===== config.mk =====
export PLATFORM = sky130hd
export DESIGN_NAME = pfd_decimator
export DESIGN_NICKNAME = d
export VERILOG_FILES = /design/src/rtl/pfd_pkg.sv /design/src/rtl/pfd_phase_ctr.sv /design/src/rtl/pfd_branch_hist.sv /design/src/rtl/pfd_branch_mac.sv /design/src/rtl/pfd_decimator.sv
export SDC_FILE = /design/constraint.sdc
export NUM_CORES = 2
export LEC_CHECK = 0
export BUFFER_PORTS_ARGS = -buffer_cell sky130_fd_sc_hd__buf_2
export CAP_MARGIN = 20
export CORE_ASPECT_RATIO = 1.75
export CORE_UTILIZATION = 60
export DETAILED_ROUTE_END_ITERATION = 10
export GPL_TIMING_DRIVEN = 0
export PLACE_DENSITY_LB_ADDON = 0.1
export SYNTH_ARGS = -nofsm -noshare
export SYNTH_HDL_FRONTEND = slang
export SYNTH_SLANG_ARGS = --single-unit

===== constraint.sdc =====
create_clock -name clk -period 10.9 [get_ports clk]
set_input_delay 0.545 -clock clk [delete_from_list [all_inputs] [get_ports clk]]
set_output_delay 0.545 -clock clk [all_outputs]
set_load 0.02 [all_outputs]

===== src/rtl/pfd_pkg.sv =====
package pfd_pkg;
  // full-precision width of a sum of n products of dw x cw signed operands
  function automatic int unsigned sum_width(int unsigned dw, int unsigned cw, int unsigned n);
    return dw + cw + $clog2(n);
  endfunction
endpackage


===== src/rtl/pfd_phase_ctr.sv =====
module pfd_phase_ctr #(
  parameter int unsigned M  = 4,
  localparam int unsigned BW = $clog2(M)
) (
  input  logic          clk,
  input  logic          rst_n,
  input  logic          en,
  output logic [BW-1:0] branch,
  output logic          grp_last
);
  logic [BW-1:0] phase_q, phase_d;

  always_comb begin
    phase_d = phase_q;
    if (en) phase_d = (phase_q == BW'(M - 1)) ? '0 : phase_q + 1'b1;
  end

  always_ff @(posedge clk or negedge rst_n) begin
    if (!rst_n)  phase_q <= '0;
    else if (en) phase_q <= phase_d;
  end

  // sample number t feeds branch (-t) mod M
  always_comb begin
    branch   = (phase_q == '0) ? '0 : BW'(M - 32'(phase_q));
    grp_last = (phase_q == '0);
  end
endmodule


===== src/rtl/pfd_branch_hist.sv =====
module pfd_branch_hist #(
  parameter int unsigned M  = 4,
  parameter int unsigned L  = 4,
  parameter int unsigned DW = 16,
  localparam int unsigned BW = $clog2(M)
) (
  input  logic                 clk,
  input  logic                 rst_n,
  input  logic                 wr_en,
  input  logic [BW-1:0]        wr_branch,
  input  logic [DW-1:0]        wr_data,
  output logic [L-1:0][DW-1:0] taps
);
  logic [DW-1:0] hist_q [M][L-1];
  logic [DW-1:0] hist_d [M][L-1];

  always_comb begin
    hist_d = hist_q;
    for (int i = L - 2; i > 0; i--) hist_d[wr_branch][i] = hist_q[wr_branch][i-1];
    hist_d[wr_branch][0] = wr_data;
  end

  always_ff @(posedge clk or negedge rst_n) begin
    if (!rst_n) begin
      for (int k = 0; k < M; k++)
        for (int i = 0; i < L - 1; i++) hist_q[k][i] <= '0;
    end else if (wr_en) begin
      hist_q <= hist_d;
    end
  end

  always_comb begin
    taps[0] = wr_data;
    for (int i = 1; i < L; i++) taps[i] = hist_q[wr_branch][i-1];
  end
endmodule


===== src/rtl/pfd_branch_mac.sv =====
module pfd_branch_mac #(
  parameter int unsigned M  = 4,
  parameter int unsigned L  = 4,
  parameter int unsigned DW = 16,
  parameter int unsigned CW = 16,
  parameter logic signed [CW-1:0] COEF [M*L] = '{default: '0},
  localparam int unsigned BW = $clog2(M),
  localparam int unsigned PW = DW + CW,
  localparam int unsigned SW = pfd_pkg::sum_width(DW, CW, L)
) (
  input  logic [BW-1:0]         branch,
  input  logic [L-1:0][DW-1:0]  taps,
  output logic signed [SW-1:0]  partial
);
  logic signed [CW-1:0] coef_sel [L];
  logic signed [PW-1:0] prod     [L];

  for (genvar i = 0; i < L; i++) begin : g_tap
    always_comb begin
      coef_sel[i] = '0;
      for (int k = 0; k < M; k++)
        if (branch == BW'(k)) coef_sel[i] = COEF[k + M*i];
      prod[i] = $signed(taps[i]) * coef_sel[i];
    end
  end

  always_comb begin
    partial = '0;
    for (int i = 0; i < L; i++)
      partial = partial + $signed({{(SW-PW){prod[i][PW-1]}}, prod[i]});
  end
endmodule


===== src/rtl/pfd_decimator.sv =====
module pfd_decimator #(
  parameter int unsigned M    = 4,
  parameter int unsigned TAPS = 16,
  parameter int unsigned DW   = 16,
  parameter int unsigned CW   = 16,
  parameter logic signed [CW-1:0] COEF [TAPS] = '{
    -16'sd32768, 16'sd120, -16'sd450, 16'sd1300, -16'sd3100, 16'sd9000, 16'sd24000, 16'sd32767,
    16'sd32767, 16'sd24000, 16'sd9000, -16'sd3100, 16'sd1300, -16'sd450, 16'sd120, -16'sd32768},
  localparam int unsigned L  = TAPS / M,
  localparam int unsigned BW = $clog2(M),
  localparam int unsigned SW = pfd_pkg::sum_width(DW, CW, L),
  localparam int unsigned AW = pfd_pkg::sum_width(DW, CW, TAPS)
) (
  input  logic          clk,
  input  logic          rst_n,
  input  logic          in_valid,
  input  logic [DW-1:0] in_data,
  output logic          out_valid,
  output logic [AW-1:0] out_data
);
  // reset: asserts at once, releases after two clock edges
  logic [1:0] rst_pipe;
  logic       rst_core_n;

  always_ff @(posedge clk or negedge rst_n) begin
    if (!rst_n) rst_pipe <= 2'b00;
    else        rst_pipe <= {rst_pipe[0], 1'b1};
  end
  assign rst_core_n = rst_pipe[1];

  logic [BW-1:0]        branch;
  logic                 grp_last;
  logic [L-1:0][DW-1:0] taps;
  logic signed [SW-1:0] partial;

  pfd_phase_ctr #(.M(M)) u_phase (
    .clk(clk), .rst_n(rst_core_n), .en(in_valid), .branch(branch), .grp_last(grp_last));

  pfd_branch_hist #(.M(M), .L(L), .DW(DW)) u_hist (
    .clk(clk), .rst_n(rst_core_n), .wr_en(in_valid), .wr_branch(branch),
    .wr_data(in_data), .taps(taps));

  pfd_branch_mac #(.M(M), .L(L), .DW(DW), .CW(CW), .COEF(COEF)) u_mac (
    .branch(branch), .taps(taps), .partial(partial));

  logic signed [AW-1:0] acc_q, acc_d, sum_d;
  logic [AW-1:0]        y_q;
  logic                 vld_q, vld_d;

  always_comb begin
    sum_d = acc_q + $signed({{(AW-SW){partial[SW-1]}}, partial});
    vld_d = in_valid && grp_last;
    acc_d = grp_last ? '0 : sum_d;
  end

  always_ff @(posedge clk or negedge rst_core_n) begin
    if (!rst_core_n) begin
      acc_q <= '0;
      y_q   <= '0;
      vld_q <= 1'b0;
    end else begin
      vld_q <= vld_d;
      if (in_valid) acc_q <= acc_d;
      if (vld_d)    y_q   <= sum_d;
    end
  end

  assign out_valid = vld_q;
  assign out_data  = y_q;
endmodule


==> impl_results.md <==
- Family of cells with the greatest summed delay on the critical path: adder cells
- Source of the worst hold timing path: in_data[11]
- Number of detailed-routing iterations run before antenna repair: 5
- Largest clock skew in the final design: around 0.028 ns
- Total cell area at the placement stage: between 50000 and 60000 um^2
- Placed wire-length estimate after detailed placement: approximately 140 mm
- Total detailed-routing wirelength: about 160 mm
- Skew-Pair Late Insertion Delay: ~0.62 ns
- M1 wire length: around 50 mm
- Clock Tree Root: sky130_fd_sc_hd__clkbuf_16
- Fraction of final layout cells with drive strength greater than 1: 0.0971
- Count of buffers from port buffering: 55
- Buffers plus inverters on the worst setup path: 13
- CTS Sinks: between 200 and 300
- Time the final worst path needs with I/O delays and setup: about 11 ns
- Height of the chip: 378 um
- Number of nets produced by synthesis: between 6000 and 7000
- Largest buffer count on any clock path: 3
- Number of flip-flops and latches in the synthesized netlist: about 270
- Library cell occupying the most area in the post-synthesis netlist: sky130_fd_sc_hd__fa_1
- Final Net Count: between 6000 and 7000
- Worst path arrival time: approximately 11 ns
- DR WL met3: between 9 and 10 mm
- Sequential cell area fraction in the yosys report: 0.139
- Result of the run: completed
- CTS H-Tree Depth: 1
- Final Hold Vio Count: 0
- Combined global-route utilization of all metal layers: 0.417
- Effective utilization at floorplan: 0.607
- Routed wl met2: 80.6 mm
- Final period utilization: 0.993
- Reg2Reg Launch Point: u_phase.phase_q[1]$_DFFE_PN0P_
- Max transition margin: 0.192
- Global-route wire length before repair: roughly 240 mm
- Worst Path Required: between 10 and 15 ns
- Delay of the slowest critical-path stage: 0.74 ns
- Reported max-cap violation count: 0
- Filler Cell Count: 6702
- Hold WC Path Type: input port to register
- Std-Cell Rows: between 100 and 150
- DRC: 0
- FF-to-FF path depth: 34
- Number of enable-type register cells in the synthesized netlist: 0
- Clock tree from TritonCTS: yes
- 1st-iter DRT viols: between 2000 and 2500
- Nature of the critical path endpoint: register
- Total congestion overflow: 0
- Hold-critical path depth: 2
- Largest net degree at the start of global routing: 64
- Number of instances in the synthesized netlist: 4810
- Maximum frequency from static timing analysis: approximately 0.092 GHz
- Post-detailed-route count of antenna-violating nets: 0
- Average detailed-routed wire length per instance: about 26 um
- Endpoint of the most critical register-to-register path: acc_q[35]$_DFFE_PN0P_
- Cell type with the highest occurrence count on the critical path: sky130_fd_sc_hd__fa_1
- Die X-Extent: 217 um
- Slack of the worst reg-to-reg path: 0.07 ns
- Cell area after synthesis: just under 50000 um^2
- Antenna violations before repair: 7
- Post-Synthesis Mean Instance Area: between 10 and 15 um^2
- Final GP Congestion: ~1.1
- Worst-Margin Slew: 1.21 ns
- DR vias: between 30000 and 40000
- Main area contributors after synthesis: sky130_fd_sc_hd__fa_1, sky130_fd_sc_hd__dfrtp_1, sky130_fd_sc_hd__inv_1
- Startpoint class of the critical path: register
- Clock transition at the registers of the reported paths: ~0.09 ns
- Top metal layer carrying routed signals: met5
- Io pins: 56
- Post-synthesis to final-layout area growth: 8.55%
- Core Area: about 80000 um^2
- Cell at the slowest stage of the critical path: sky130_fd_sc_hd__clkbuf_1
- Reg area: roughly 6700 um^2
- End point of the most critical hold path: u_hist.hist_q[91]$_DFFE_PN0P_
- CTS buffer count: 28
- Vias in the first global route: a little under 40000
- Async S/R FF share, synth: 1.00
- Max-slew violations: 0
- Synth unique cells: 63
- Top cell type's share of synthesized area: 0.486
- Most common flop cell mapped by yosys: sky130_fd_sc_hd__dfrtp_1
- Dominant cell by count in the synthesized netlist: sky130_fd_sc_hd__inv_1
- Die area: 81900 um^2
- Post-Layout Inst Area: roughly 53000 um^2
- Most instantiated cells after synthesis: sky130_fd_sc_hd__inv_1, sky130_fd_sc_hd__fa_1, sky130_fd_sc_hd__nand2_1
- Classification of the worst setup path: register to register
- Setup Viol. Count Final: 0
- Warnings from Yosys: 0
- Largest fanout on the critical path: 10
- Area of the multi-input gates: ~36000 um^2
- Cell depth of the worst setup path: 34
- Post-detailed-route via-to-cell ratio: between 5 and 6
timing repair:
| item | in CTS | in global routing |
|---|---|---|
| hold buffers | 1 | 0 |
| endpoints found under the setup margin | 59 | 34 |
| setup buffers | 31 | 19 |
| hold endpoints to repair | 2 | 0 |
| pin swaps | 10 | 8 |
| gates resized for setup | 209 | 124 |
layout by cell type, fill, tap and decap left out, types with 12 or more instances in the layout:
cell / count
sky130_fd_sc_hd__a21o_1: 16
sky130_fd_sc_hd__a21oi_1: 56
sky130_fd_sc_hd__a21oi_4: 13
sky130_fd_sc_hd__and2_1: 99
sky130_fd_sc_hd__and3_1: 12
sky130_fd_sc_hd__buf_2: 60
sky130_fd_sc_hd__buf_4: 65
sky130_fd_sc_hd__buf_6: 19
sky130_fd_sc_hd__clkbuf_1: 92
sky130_fd_sc_hd__clkbuf_16: 29
sky130_fd_sc_hd__clkbuf_2: 14
sky130_fd_sc_hd__clkinvlp_4: 24
sky130_fd_sc_hd__dfrtp_1: 267
sky130_fd_sc_hd__fa_1: 1170
sky130_fd_sc_hd__ha_1: 346
sky130_fd_sc_hd__inv_1: 1390
sky130_fd_sc_hd__mux2_2: 68
sky130_fd_sc_hd__mux2i_1: 13
sky130_fd_sc_hd__nand2_1: 476
sky130_fd_sc_hd__nand2_2: 14
sky130_fd_sc_hd__nand2b_1: 39
sky130_fd_sc_hd__nand3_1: 17
sky130_fd_sc_hd__nor2_1: 130
sky130_fd_sc_hd__nor2b_1: 28
sky130_fd_sc_hd__o21ai_0: 188
sky130_fd_sc_hd__o2bb2ai_1: 26
sky130_fd_sc_hd__or2_2: 30
sky130_fd_sc_hd__xnor2_1: 38
sky130_fd_sc_hd__xor2_1: 15
through the flow:
step	hold WS, ns	TNS, ns	util	worst slack, ns	std cells
floorplan	0.249	0	-	1.14	4810
global placement	0.332	-304.58	0.627	-2.48	5907
detailed placement	0.332	-91.72	0.630	-2.51	5922
CTS	0.161	0	0.653	0.0000879	6004
global route	0.191	-0.0521	0.659	-0.0342	6024
finish	0.181	0	0.659	0.0749	6028
worst max-delay path by stage:
stage                              startpoint                     to
6_report       u_phase.phase_q[1]$_DFFE_PN0P_  acc_q[35]$_DFFE_PN0P_
5_1_grt        u_phase.phase_q[0]$_DFFE_PN0P_  acc_q[35]$_DFFE_PN0P_
4_1_cts        u_phase.phase_q[1]$_DFFE_PN0P_  acc_q[34]$_DFFE_PN0P_
3_5_place_dp   u_phase.phase_q[0]$_DFFE_PN0P_  acc_q[35]$_DFFE_PN0P_
3_3_place_gp   u_phase.phase_q[0]$_DFFE_PN0P_  acc_q[35]$_DFFE_PN0P_
2_1_floorplan  u_phase.phase_q[0]$_DFFE_PN0P_  acc_q[35]$_DFFE_PN0P_
logic make-up after synthesis:
kind of cell / Yosys count / share of synthesized area
DFF: 269 / 0.139
and+or+nand+nor: 901 / 0.0836
AOI/OAI and AO/OA: 399 / 0.0482
xor gates and xnor gates: 53 / 0.00959
adders and majority gates: 1527 / 0.577
buffers and inverters: 1571 / 0.122
other: 1 / 0.0000775
muxes: 89 / 0.0202
flip-flops by register name, summed over array words and instances, names as in the netlist:
signal,count
acc_q,36
out_data,36
out_valid,1
rst_pipe,2
u_hist.hist_q,192
u_phase.phase_q,2
final cells by class:
class                           instances  share of cell area
Timing Repair Buffer                  122              0.0172
Multi-Input combinational cell       2970               0.693
Clock inverter                         12             0.00188
Sequential cell                       269               0.128
Tap cell                             1042              0.0248
Inverter                             1419               0.103
Buffer                                150              0.0159
Clock buffer                           40              0.0161
Antenna cell                            4            0.000190
layer usage:
metal	GRT usage	up-vias
met3	0.0788	724
met2	0.716	1438
li1	-	14260
met1	0.422	17497
met5	0	-
met4	0.396	4
Power is not shown: default switching activity piles up to over one toggle a cycle in this logic, so the estimate is an artifact.
